$ cat config.mk
export PLATFORM = sky130hd
export DESIGN_NAME = bcd_timekeeper
export DESIGN_NICKNAME = d
export VERILOG_FILES = /design/src/rtl/tk_pkg.sv /design/src/rtl/tk_divider.sv /design/src/rtl/tk_calendar.sv /design/src/rtl/tk_serial_port.sv /design/src/rtl/bcd_timekeeper.sv
export SDC_FILE = /design/constraint.sdc
export NUM_CORES = 1
export LEC_CHECK = 0
export BUFFER_PORTS_ARGS = -buffer_cell sky130_fd_sc_hd__buf_2
export CAP_MARGIN = 5
export CORE_MARGIN = 3
export CORE_UTILIZATION = 70
export CTS_CLUSTER_DIAMETER = 50
export DETAILED_ROUTE_END_ITERATION = 8
export GPL_TIMING_DRIVEN = 0
export MAX_ROUTING_LAYER = met4
export PLACE_DENSITY = 0.87
export SYNTH_ARGS = -nofsm -noshare
export SYNTH_HDL_FRONTEND = slang
export SYNTH_HIERARCHICAL = 1
export SYNTH_SLANG_ARGS = --single-unit
$ cat constraint.sdc
create_clock -name clk -period 9.6 [get_ports clk]
set_clock_uncertainty 0.2 [all_clocks]
set_input_delay 1.92 -clock clk [delete_from_list [all_inputs] [get_ports clk]]
set_output_delay 1.92 -clock clk [all_outputs]
set_load 0.005 [all_outputs]
$ cat src/rtl/tk_pkg.sv
package tk_pkg;
  localparam int IMG_BITS = 64;
  localparam int BYTE_W   = 8;
  localparam int IDX_W    = $clog2(IMG_BITS);

  typedef struct packed {
    logic [BYTE_W-1:0] year;
    logic [BYTE_W-1:0] month;
    logic [BYTE_W-1:0] date;
    logic [BYTE_W-1:0] day;
    logic [BYTE_W-1:0] hour;
    logic [BYTE_W-1:0] minute;
    logic [BYTE_W-1:0] sec;
    logic [BYTE_W-1:0] hund;
  } tk_time_t;

  // Bits with meaning in each byte; others are held at zero.
  localparam logic [IMG_BITS-1:0] IMG_MASK = 64'hFF1F_3F37_BF7F_7FFF;
  localparam logic [IMG_BITS-1:0] RST_IMG  = 64'h0001_0101_0000_0000;

  function automatic logic [7:0] bcd_inc(input logic [7:0] v);
    if (v[3:0] >= 4'd9) return {v[7:4] + 4'd1, 4'h0};
    return {v[7:4], v[3:0] + 4'd1};
  endfunction

  // BCD year mod 4: 10 == 2 (mod 4), so (2*tens + ones) mod 4.
  function automatic logic is_leap(input logic [7:0] yr);
    logic [2:0] s;
    s = {1'b0, yr[4], 1'b0} + {1'b0, yr[1:0]};
    return (s[1:0] == 2'b00);
  endfunction

  function automatic logic [7:0] month_last(input logic [7:0] mon, input logic [7:0] yr);
    case (mon)
      8'h02:                      return is_leap(yr) ? 8'h29 : 8'h28;
      8'h04, 8'h06, 8'h09, 8'h11: return 8'h30;
      default:                    return 8'h31;
    endcase
  endfunction
endpackage

$ cat src/rtl/tk_divider.sv
module tk_divider #(
  parameter int MOD  = 32768,
  parameter int STEP = 100
) (
  input  logic clk,
  input  logic rst_n,
  input  logic clr_i,
  input  logic tick_i,
  output logic hund_o
);
  localparam int W = $clog2(MOD) + 1;

  logic [W-1:0] acc_q, acc_d, sum;
  logic         wrap;

  always_comb begin
    sum    = acc_q + W'(STEP);
    wrap   = (sum >= W'(MOD));
    hund_o = tick_i && !clr_i && wrap;
    acc_d  = acc_q;
    if (clr_i)       acc_d = '0;
    else if (tick_i) acc_d = wrap ? (sum - W'(MOD)) : sum;
  end

  always_ff @(posedge clk or negedge rst_n) begin
    if (!rst_n) acc_q <= '0;
    else        acc_q <= acc_d;
  end


  hund_spacing_chk: assert property (@(posedge clk) disable iff (!rst_n)
    hund_o |=> !hund_o);
endmodule

$ cat src/rtl/tk_calendar.sv
module tk_calendar
  import tk_pkg::*;
(
  input  logic                clk,
  input  logic                rst_n,
  input  logic                hund_i,
  input  logic                load_i,
  input  logic [IMG_BITS-1:0] load_img_i,
  output logic [IMG_BITS-1:0] img_o
);
  tk_time_t q, d;
  logic c_s, c_m, c_h, c_d, c_mo, c_y;
  logic [7:0] h12, hn;

  always_comb begin
    d = q;
    c_s = 1'b0; c_m = 1'b0; c_h = 1'b0; c_d = 1'b0; c_mo = 1'b0; c_y = 1'b0;
    h12 = {3'b000, q.hour[4:0]};
    hn  = 8'h00;
    if (hund_i) begin
      if (q.hund == 8'h99) begin d.hund = 8'h00; c_s = 1'b1; end
      else                       d.hund = bcd_inc(q.hund);
    end
    if (c_s) begin
      if (q.sec == 8'h59) begin d.sec = 8'h00; c_m = 1'b1; end
      else                      d.sec = bcd_inc(q.sec);
    end
    if (c_m) begin
      if (q.minute == 8'h59) begin d.minute = 8'h00; c_h = 1'b1; end
      else                         d.minute = bcd_inc(q.minute);
    end
    if (c_h) begin
      if (q.hour[7]) begin
        if (h12 == 8'h11) begin
          d.hour = {1'b1, 1'b0, ~q.hour[5], 5'h12};
          c_d    = q.hour[5];
        end else if (h12 == 8'h12) begin
          d.hour = {1'b1, 1'b0, q.hour[5], 5'h01};
        end else begin
          hn     = bcd_inc(h12);
          d.hour = {1'b1, 1'b0, q.hour[5], hn[4:0]};
        end
      end else begin
        if (q.hour[5:0] == 6'h23) begin
          d.hour = 8'h00;
          c_d    = 1'b1;
        end else begin
          hn     = bcd_inc({2'b00, q.hour[5:0]});
          d.hour = {2'b00, hn[5:0]};
        end
      end
    end
    if (c_d) begin
      d.day[2:0] = (q.day[2:0] >= 3'd7) ? 3'd1 : q.day[2:0] + 3'd1;
      if (q.date == month_last(q.month, q.year)) begin d.date = 8'h01; c_mo = 1'b1; end
      else                                             d.date = bcd_inc(q.date);
    end
    if (c_mo) begin
      if (q.month == 8'h12) begin d.month = 8'h01; c_y = 1'b1; end
      else                        d.month = bcd_inc(q.month);
    end
    if (c_y) d.year = (q.year == 8'h99) ? 8'h00 : bcd_inc(q.year);
    if (load_i) d = tk_time_t'(load_img_i & IMG_MASK);
  end

  always_ff @(posedge clk or negedge rst_n) begin
    if (!rst_n) q <= tk_time_t'(RST_IMG);
    else        q <= d;
  end

  assign img_o = q;


  hund_wrap_chk: assert property (@(posedge clk) disable iff (!rst_n)
    (hund_i && !load_i && q.hund == 8'h99) |=> (q.hund == 8'h00));

  pm_midnight_chk: assert property (@(posedge clk) disable iff (!rst_n)
    (hund_i && !load_i && q.hour == 8'hB1 && q.minute == 8'h59 &&
     q.sec == 8'h59 && q.hund == 8'h99) |=> (q.hour == 8'h92));
endmodule

$ cat src/rtl/tk_serial_port.sv
module tk_serial_port
  import tk_pkg::*;
(
  input  logic                clk,
  input  logic                rst_n,
  input  logic                start_i,
  input  logic [IMG_BITS-1:0] live_i,
  input  logic [IDX_W-1:0]    idx_i,
  input  logic                wr_en_i,
  input  logic                wr_bit_i,
  output logic                rd_bit_o,
  output logic                load_o,
  output logic [IMG_BITS-1:0] load_img_o
);
  localparam logic [IDX_W-1:0] LAST_IDX = IDX_W'(IMG_BITS - 1);

  logic [IMG_BITS-1:0] shadow_q, shadow_d, wr_img;

  always_comb begin
    wr_img         = shadow_q;
    wr_img[idx_i]  = wr_bit_i;
    shadow_d       = shadow_q;
    if (start_i)      shadow_d = live_i;
    else if (wr_en_i) shadow_d = wr_img;
    load_o     = wr_en_i && !start_i && (idx_i == LAST_IDX);
    load_img_o = wr_img;
    rd_bit_o   = shadow_q[idx_i];
  end

  always_ff @(posedge clk or negedge rst_n) begin
    if (!rst_n) shadow_q <= '0;
    else        shadow_q <= shadow_d;
  end


  shadow_hold_chk: assert property (@(posedge clk) disable iff (!rst_n)
    (!start_i && !wr_en_i) |=> $stable(shadow_q));

  snapshot_chk: assert property (@(posedge clk) disable iff (!rst_n)
    start_i |=> (shadow_q == $past(live_i)));
endmodule

$ cat src/rtl/bcd_timekeeper.sv
module bcd_timekeeper
  import tk_pkg::*;
#(
  parameter int TB_HZ    = 32768,
  parameter int HUND_PER = 100
) (
  input  logic             clk,
  input  logic             rst_n,
  input  logic             tick_i,
  input  logic             acc_start_i,
  input  logic [IDX_W-1:0] bit_idx_i,
  input  logic             wr_en_i,
  input  logic             wr_bit_i,
  output logic             rd_bit_o
);
  localparam int OSC_OFF_BIT = 4 * BYTE_W + 5;

  logic [IMG_BITS-1:0] live_img, load_img;
  logic                load, hund_tick, osc_run;

  assign osc_run = !live_img[OSC_OFF_BIT];

  tk_divider #(.MOD(TB_HZ), .STEP(HUND_PER)) u_div (
    .clk(clk), .rst_n(rst_n), .clr_i(load),
    .tick_i(tick_i && osc_run), .hund_o(hund_tick)
  );

  tk_calendar u_cal (
    .clk(clk), .rst_n(rst_n), .hund_i(hund_tick), .load_i(load),
    .load_img_i(load_img), .img_o(live_img)
  );

  tk_serial_port u_port (
    .clk(clk), .rst_n(rst_n), .start_i(acc_start_i), .live_i(live_img),
    .idx_i(bit_idx_i), .wr_en_i(wr_en_i), .wr_bit_i(wr_bit_i),
    .rd_bit_o(rd_bit_o), .load_o(load), .load_img_o(load_img)
  );


  osc_freeze_chk: assert property (@(posedge clk) disable iff (!rst_n)
    (!load && !osc_run) |=> $stable(live_img));

  partial_write_chk: assert property (@(posedge clk) disable iff (!rst_n)
    (wr_en_i && bit_idx_i != IDX_W'(IMG_BITS - 1) && !osc_run) |=> $stable(live_img));
endmodule

== Yosys cells after proc, flatten, opt, wreduce, memory -nomap -nowiden ==
Index checks and enable logic that the tools add are counted.
Widths: inputs -> output; s select.

* Reductions and logical operators: 35
* Magnitude comparators: 11
* $add $sub $neg: 19
* Multiplexer cells: 88
* Bitwise logic cells: 1
* Equality and inequality tests: 17

{| class="wikitable"
|+ Operator list
! operator !! count
|-
| $mux 8 || 28
|-
| $mux 64 || 3
|-
| $bwmux 64 || 1
|-
| $add 4x1->4 const B || 13
|-
| $mux 16 || 3
|-
| $mux 1 || 42
|-
| $ge 4x4->1 const B || 7
|-
| $mux 6 || 3
|-
| $reduce_bool 2->1 || 9
|-
| $reduce_bool 3->1 || 6
|-
| $add 16x7->16 const B || 1
|-
| $eq 8x3->1 const B || 2
|-
| $eq 8x5->1 const B || 2
|-
| $eq 8x7->1 const B || 2
|-
| $eq 8x8->1 const B || 2
|-
| $ge 16x16->1 const B || 1
|-
| $pmux 8 s2 || 1
|-
| $sub 16x16->16 const B || 1
|-
| $mux 5 || 3
|-
| $eq 6x6->1 const B || 2
|-
| $reduce_and 2->1 || 6
|-
| $eq 5x5->1 const B || 2
|-
| $eq 8x2->1 const B || 1
|-
| $eq 8x4->1 const B || 1
|-
| other kinds (20) || 29
|}

* Bits of input ports: 12
* Output and inout bits: 1
* Register bits after elaboration: 141

== Logic depth before layout (Yosys ltp) ==
Gate-level depths: netlist of run 1.

* Word-level depth: 20
* Depth in mapped cells: 17
* Mapped depth without buffers: 10

== Hierarchy ==
The synthesis of run 1 kept the hierarchy.

{| class="wikitable"
|+ Modules (own cells, without submodules)
! module !! instances !! area an instance (µm²) !! cells each
|-
| tk_serial_port || 1 || 4944.7 || 649
|-
| tk_calendar || 1 || 4322.9 || 505
|-
| tk_divider || 1 || 725.7 || 75
|-
| bcd_timekeeper || 1 || 13.8 || 1
|}

== Least setup slack after synthesis of run 1 ==
No wires, ideal clock.

* Path type: input to output
* Start point: input port bit_idx_i[0]
* End point: output port rd_bit_o
* Required time: 7.480 ns
* Buffers on the path: 2
* Data arrival time: 3.293 ns
* Setup slack: 4.187 ns
* Stages: 6
* Cell sequence: buf_2 > buf_1 > mux4_2 > nand2_1 > nand4_1 > a22o_1

* Word-level cells in the longest chain between the ends: 2

{| class="wikitable"
|+ RTL lines
! item !! line !! text
|-
| start, declared || bcd_timekeeper.sv:11 || <nowiki>input logic [IDX_W-1:0] bit_idx_i,</nowiki>
|-
| $bmux 1 s6 || tk_serial_port.sv:27 || <nowiki>rd_bit_o = shadow_q[idx_i];</nowiki>
|-
| $mux 1 (not written as such) || tk_serial_port.sv:27 ||
|-
| end, declared || bcd_timekeeper.sv:14 || <nowiki>output logic rd_bit_o</nowiki>
|}

Every way passes these cells. The select of a mux whose other input is x is not followed.

== Worst setup path in the final report of run 1 ==
* Start point: input port bit_idx_i[0]
* End point: register u_cal.q (netlist bit u_cal/img_o[62])

* Word-level cells in the longest chain between the ends: 13
* Elaborated cells on any way between the ends: 21

{| class="wikitable"
|+ RTL lines
! item !! line !! text
|-
| $eq 6x6->1 || tk_serial_port.sv:25 || <nowiki>load_o = wr_en_i && !start_i && (idx_i == LAST_IDX);</nowiki>
|-
| $logic_and 1x1->1 || tk_serial_port.sv:25 ||
|-
| via load || bcd_timekeeper.sv:19 || <nowiki>logic load, hund_tick, osc_run;</nowiki>
|-
| $logic_not 1->1 || tk_divider.sv:19 || <nowiki>hund_o = tick_i && !clr_i && wrap;</nowiki>
|-
| $logic_and 1x1->1 (2 in a row) || tk_divider.sv:19 ||
|-
| via hund_tick || bcd_timekeeper.sv:19 ||
|-
| $mux 1 || tk_calendar.sv:20 || <nowiki>if (hund_i) begin</nowiki>
|-
| $mux 1 || tk_calendar.sv:24 || <nowiki>if (c_s) begin</nowiki>
|-
| $mux 1 || tk_calendar.sv:28 || <nowiki>if (c_m) begin</nowiki>
|-
| $mux 1 || tk_calendar.sv:32 || <nowiki>if (c_h) begin</nowiki>
|-
| $mux 1 || tk_calendar.sv:53 || <nowiki>if (c_d) begin</nowiki>
|-
| $mux 1 || tk_calendar.sv:58 || <nowiki>if (c_mo) begin</nowiki>
|-
| $reduce_bool 2->1 (no line) || -- ||
|-
| $reduce_and 2->1 (no line) || -- ||
|-
| end signal, assigned || tk_calendar.sv:67 || <nowiki>if (!rst_n) q <= tk_time_t'(RST_IMG);</nowiki>
|-
| end, declared || tk_calendar.sv:11 || <nowiki>tk_time_t q, d;</nowiki>
|}

The timed path passes the listed nets, and every way through them passes these cells.
A chain may end at the register's enable or synchronous reset.

==> results of run 1 <==
-- state kept, by name, summed over array words and instances, names as in the netlist --
| name | cells |
|---|---|
| u_cal/img_o | 60 |
| u_port/shadow_q | 64 |
| u_div/acc_q | 14 |
-- where the power goes --
group	internal, mW	switching, mW	total [mW]	leakage [nW]
clock network	0.504	0.277	0.781	0.335
registers	0.639	0.0735	0.713	1.74
logic	0.121	0.192	0.313	2.92
total	1.26	0.542	1.81	4.99
-- cell type report --
type / instances / area (µm²)
multi-input cells: 960 / 5966
flip-flops and latches: 138 / 3457
fillers: 931 / 2603
clock buffers: 19 / 452.9
plain buffers: 91 / 430.4
clock inverters: 13 / 236.5
well taps: 176 / 220.2
inverters: 33 / 123.9
repair buffers: 8 / 68.82
-- final timing paths --
| path | slack (ps) | cells past startpoint | startpoint | to |
|---|---|---|---|---|
| worst max-delay path | 2530 | 15 | bit_idx_i[0] | u_cal/img_o[62] |
| worst min-delay path | 300 | 1 | u_cal/img_o[36] | u_port/shadow_q[36] |
| worst max register to register | 4430 | 11 | u_div/acc_q[4] | u_cal/img_o[62] |
| worst min register to register | 300 | 1 | u_cal/img_o[36] | u_port/shadow_q[36] |
| max in group asynchronous | 7130 | 2 | rst_n | u_port/shadow_q[6] |
| min in group asynchronous | 1290 | 1 | rst_n | u_div/acc_q[8] |
-- cell usage in the layout (no fill, tap or decap), types with 5 or more instances in the layout --
cell / n
nand2_1: 216
nor2_1: 138
dfrtp_1: 135
o21ai_0: 83
a21o_1: 67
a311oi_1: 64
nand3_1: 59
clkbuf_1: 55
a21oi_1: 43
ha_1: 40
inv_1: 33
buf_2: 22
mux2i_1: 21
clkbuf_16: 17
nand4_1: 17
or3_1: 13
nor3_1: 10
a31oi_1: 10
buf_4: 10
and2_1: 9
mux2_2: 9
mux4_2: 9
o31ai_1: 8
nand3b_1: 8
a211oi_1: 8
or4_1: 7
and3_1: 7
bufinv_16: 6
nand2b_1: 6
nor2b_1: 6
o211ai_1: 6
buf_6: 5
and3b_1: 5
buf_1: 5
nor3b_1: 5
-- metal layers --
layer,track usage,vias to the layer above
li1,-,4474
met1,0.5467,4884
met2,0.6283,836
met3,0.1313,175
met4,0.2296,0
met5,-,-
-- critical path: stages --
cell,delay [ps]
buf_2,190
buf_6,200
nand3_1,350
buf_2,370
nor2_1,120
and3b_1,380
a211oi_1,860
clkbuf_1,410
nand4_1,240
buf_2,250
or4_1,640
a211oi_1,310
nand4_1,360
o41ai_1,460
o21bai_1,160
-- through the flow --
step                cell area [µm²]  setup slack [ps]
finish                        10960              2534
global route                  10960              2614
CTS                           10960              2815
detailed placement            10270              2484
global placement              10230              2467
floorplan                      9977              4187
==> metrics.yaml, run 1 <==
run_status:
  run_status: "finished, final reports clean"
floorplan:
  die_height_um: 125.3
  io_pins: 13
  die_w_um: 125.3
  core_um2: 13560
  start_util: 0.7350
  fp-row-count: 42
  dieArea_um2: 15710
clock_tree:
  insertion_delay_ps: 430
  h-tree-depth: 4
  cts_root_buffer: "clkbuf_16"
  cts_made_buffers: 17
  post-cts-setup-buffers: 0
  cts_resized: 0
  cts.clk_slew.worst_paths_ps: 60
  cts.sinks: 138
  hold_buffers: 0
  ctsLongestPathBuffers: 2
  cts_tree: "done"
place:
  finalWeightedCongestion: 0.9921
  dpl.hpwl_um: 21630
  port_buffers: 7
  place_inst: 1406
layout:
  area_delta_synth_final_pct: 9.931
  fin_cells: 1438
  drive_gt1_frac: 0.08954
  nets: 1301
  diodes: 0
  post-route-util: 0.8080
worst_setup_path:
  crit_type: "input port to register"
  crit_arrival_ps: 7220
  crit_path_max_fanout: 10
  crit_required_ps: 9760
  cp-end-kind: "register"
  startpoint_type: "input port"
timing:
  min_period_over_period: 0.7360
  report.final.slew_viol_count: 0
  hold_ws_ps: 297.1
  hold_viol: 0
  rsz0062_at_grt: "false"
  fmax_mhz: 141.5
  min_period_ps: 7066
  slew_headroom: 0.3248
  setup-tns-final_ps: 0
  worst_pin_slew_ps: 1013
  setup_viol: 0
logic_synthesis:
  syn_inst: 1219
  synthesis.area_um2: 9966
  syn_area_per_cell_um2: 8.175
  synth-warning-count: 6
power_and_ir_drop:
  vdd_drop_max_mv: 0.1631
  power_mw: 1.807
  p_leak_nw: 4.991
  power_density_nw_per_um2: 164.9
detailed_routing:
  viasPerCell: 7.211
  drt-initial-drc-count: 1624
  wl_um: 32850
  met1_length_um: 12150
  wl_per_cell_um: 22.84
  wl_met2_um: 14370
  met3WireLength_um: 4431
  ant_nets: 0
  route.detailed.drc: 0
  top_layer: "met4"
  firstDrtPassIters: 7
  num_vias: 10370
global_route:
  grt_max_degree: 74
  antenna_found_initial: 0
  grt_pass1_vias: 9739
  grt_pass1_wl_um: 52270
  gr-total-overflow: 0
  grt_util_all_layers: 0.4329
hold_path:
  hold_path.class: "register to register"
flow_run:
  maxCapViolations: 0
Note: power is estimated with default switching activity, not from simulation.
==> inputs of run 2 (changes only) <==
--- a/config.mk
+++ b/config.mk
@@ -8,12 +8,12 @@
 export BUFFER_PORTS_ARGS = -buffer_cell sky130_fd_sc_hd__buf_2
 export CAP_MARGIN = 5
 export CORE_MARGIN = 3
-export CORE_UTILIZATION = 70
+export CORE_UTILIZATION = 58
 export CTS_CLUSTER_DIAMETER = 50
 export DETAILED_ROUTE_END_ITERATION = 8
 export GPL_TIMING_DRIVEN = 0
 export MAX_ROUTING_LAYER = met4
-export PLACE_DENSITY = 0.87
+export PLACE_DENSITY = 0.77
 export SYNTH_ARGS = -nofsm -noshare
 export SYNTH_HDL_FRONTEND = slang
 export SYNTH_HIERARCHICAL = 1
==> constraint.sdc (replaced) <==
create_clock -name clk -period 6.15 [get_ports clk]
set_clock_uncertainty 0.2 [all_clocks]
set_input_delay 1.23 -clock clk [delete_from_list [all_inputs] [get_ports clk]]
set_output_delay 1.23 -clock clk [all_outputs]
set_load 0.005 [all_outputs]
==> metrics.yaml, run 2 (synthesis results as in run 1) <==
detailed_routing:
  drt-initial-drc-count: 1340  # was 1,624
  wl_per_cell_um: 21.54  # was 22.84 µm
  firstDrtPassIters: 7  # unchanged
  wl_um: 31930  # was 32,850 µm
  route.detailed.drc: 0  # unchanged
  ant_nets: 0  # unchanged
  viasPerCell: 6.683  # was 7.211
  num_vias: 9904  # was 10,370
place:
  place_inst: 1450  # was 1,406
  port_buffers: 7  # unchanged
  dpl.hpwl_um: 21730  # was 21,630 µm
  dp_slack_ps: -243.8  # was 2484 ps
  finalWeightedCongestion: 0.9701  # was 0.9921
floorplan:
  fp-row-count: 47  # was 42
  core_um2: 16700  # was 13,560 µm²
  die_w_um: 137.1  # was 125.3 µm
  dieArea_um2: 18790  # was 15,710 µm²
  start_util: 0.5967  # was 0.7350
  die_height_um: 137.1  # was 125.3 µm
  io_pins: 13  # unchanged
clock_tree:
  hold_buffers: 0  # unchanged
  cts_root_buffer: "clkbuf_16"  # unchanged
  ctsLongestPathBuffers: 2  # unchanged
  insertion_delay_ps: 430  # about the same
  post-cts-setup-buffers: 0  # unchanged
  cts_tree: "done"  # unchanged
  h-tree-depth: 4  # unchanged
  cts.sinks: 138  # unchanged
  cts_made_buffers: 17  # unchanged
  cts.clk_slew.worst_paths_ps: 60  # about the same
  cts_resized: 0  # unchanged
run_status:
  run_status: "finished, final reports clean"  # unchanged
layout:
  mostFrequentLayoutCell: "nand2_1"  # unchanged
  nets: 1301  # unchanged
  largest_register_ff_count: 64  # unchanged
  post-route-util: 0.6534  # was 0.8080
  top_register: "u_port/shadow_q"  # unchanged
  area_delta_synth_final_pct: 9.491  # was 9.931%
  drive_gt1_frac: 0.08954  # unchanged
  layout_common_cells: "216 x nand2_1, 138 x nor2_1, 135 x dfrtp_1"  # unchanged
  fillers: 1433  # was 931
  fin_cells: 1482  # was 1,438
  diodes: 0  # unchanged
timing:
  rsz0062_at_grt: "false"  # unchanged
  hold_viol: 0  # unchanged
  fmax_mhz: 168.6
  min_period_over_period: 0.9642
  layout_setup_ws_ps: 220.1  # was 2534 ps
  worst_pin_slew_ps: 941.1  # was 1013 ps
  slew_headroom: 0.3726  # was 0.3248
  setup_viol: 0  # unchanged
  min_period_ps: 5930
  report.final.slew_viol_count: 0  # unchanged
flow_run:
  maxCapViolations: 0  # unchanged
worst_setup_path:
  crit_required_ps: 6290  # was 9760 ps
  cp-end-kind: "register"  # unchanged
  crit_arrival_ps: 6070  # was 7220 ps
  r2r_cells: 11  # unchanged
  startpoint_type: "input port"  # unchanged
  crit_path_max_fanout: 10  # unchanged
  crit_type: "input port to register"  # unchanged
global_route:
  grt_pass1_vias: 9285  # was 9,739
  grt_max_degree: 77  # was 74
  antenna_found_initial: 0  # unchanged
  gr-total-overflow: 0  # unchanged
  grt_pass1_wl_um: 49960  # was 52,270 µm
  grt_util_all_layers: 0.3543  # was 0.4329
power_and_ir_drop:
  vdd_drop_max_mv: 0.2122  # was 0.1631 mV
  p_leak_nw: 4.930  # was 4.991 nW
  power_density_nw_per_um2: 240.4  # was 164.9 nW/µm²
  power_mw: 2.623  # was 1.807 mW
hold_path:
  hold_path.class: "register to register"  # unchanged
  hold_depth: 1  # unchanged
-- run 2: through the flow --
stage | area, µm² | hold WS (ps) | TNS (ps)
detailed placement | 10320 | 273.2 | -556.0
finish | 10910 | 283.0 | 0
global placement | 10290 | 269.2 | -534.6
global route | 10910 | 306.7 | 0
CTS | 10910 | 291.3 | 0
floorplan | 9977 | 249.8 | 0
-- run 2: path summary, 6_finish.rpt --
| check | endpoint | start | slack, ps |
|---|---|---|---|
| worst min-delay path | u_port/shadow_q[36] | u_cal/img_o[36] | 280 |
| worst max register to register | u_cal/img_o[62] | u_div/acc_q[4] | 1460 |
| max in group asynchronous | u_cal/img_o[10] | rst_n | 4360 |
| worst min register to register | u_port/shadow_q[36] | u_cal/img_o[36] | 280 |
| min in group asynchronous | u_div/acc_q[8] | rst_n | 590 |
| worst max-delay path | u_cal/img_o[52] | bit_idx_i[0] | 220 |
-- run 2: report_power, final --
part / total, mW / internal, mW / leakage, nW / switching, mW
clock network: 1.04 / 0.610 / 0.272 / 0.425
registers: 1.11 / 0.998 / 1.74 / 0.113
logic: 0.477 / 0.189 / 2.92 / 0.289
total: 2.62 / 1.80 / 4.93 / 0.827
-- run 2: cell type report --
cell class	count	area, µm²	share of cell area
flip-flops and latches	138	3457	0.3168
multi-input cells	960	5971	0.5472
plain buffers	91	430.4	0.03945
inverters	33	123.9	0.01135
repair buffers	8	68.82	0.006307
clock buffers	19	442.9	0.04059
well taps	220	275.3	0.02523
clock inverters	13	142.6	0.01307
-- run 2: metal layers --
metal | up-vias | share of wire | GRT usage
li1 | 4471 | - | -
met5 | - | 0 | -
met3 | 110 | 0.10 | 0.06728
met1 | 4721 | 0.41 | 0.4771
met4 | 0 | 0.041 | 0.1591
met2 | 602 | 0.45 | 0.5213
-- run 2: critical path, cell delays in order --
cell and delay, ps:
buf_2 240, buf_6 230, nand3_1 370, buf_2 370, nor2_1 190, and3b_1 500
clkbuf_1 690, clkbuf_1 580, buf_1 660, clkbuf_1 690, nand2_1 180, o31ai_2 100
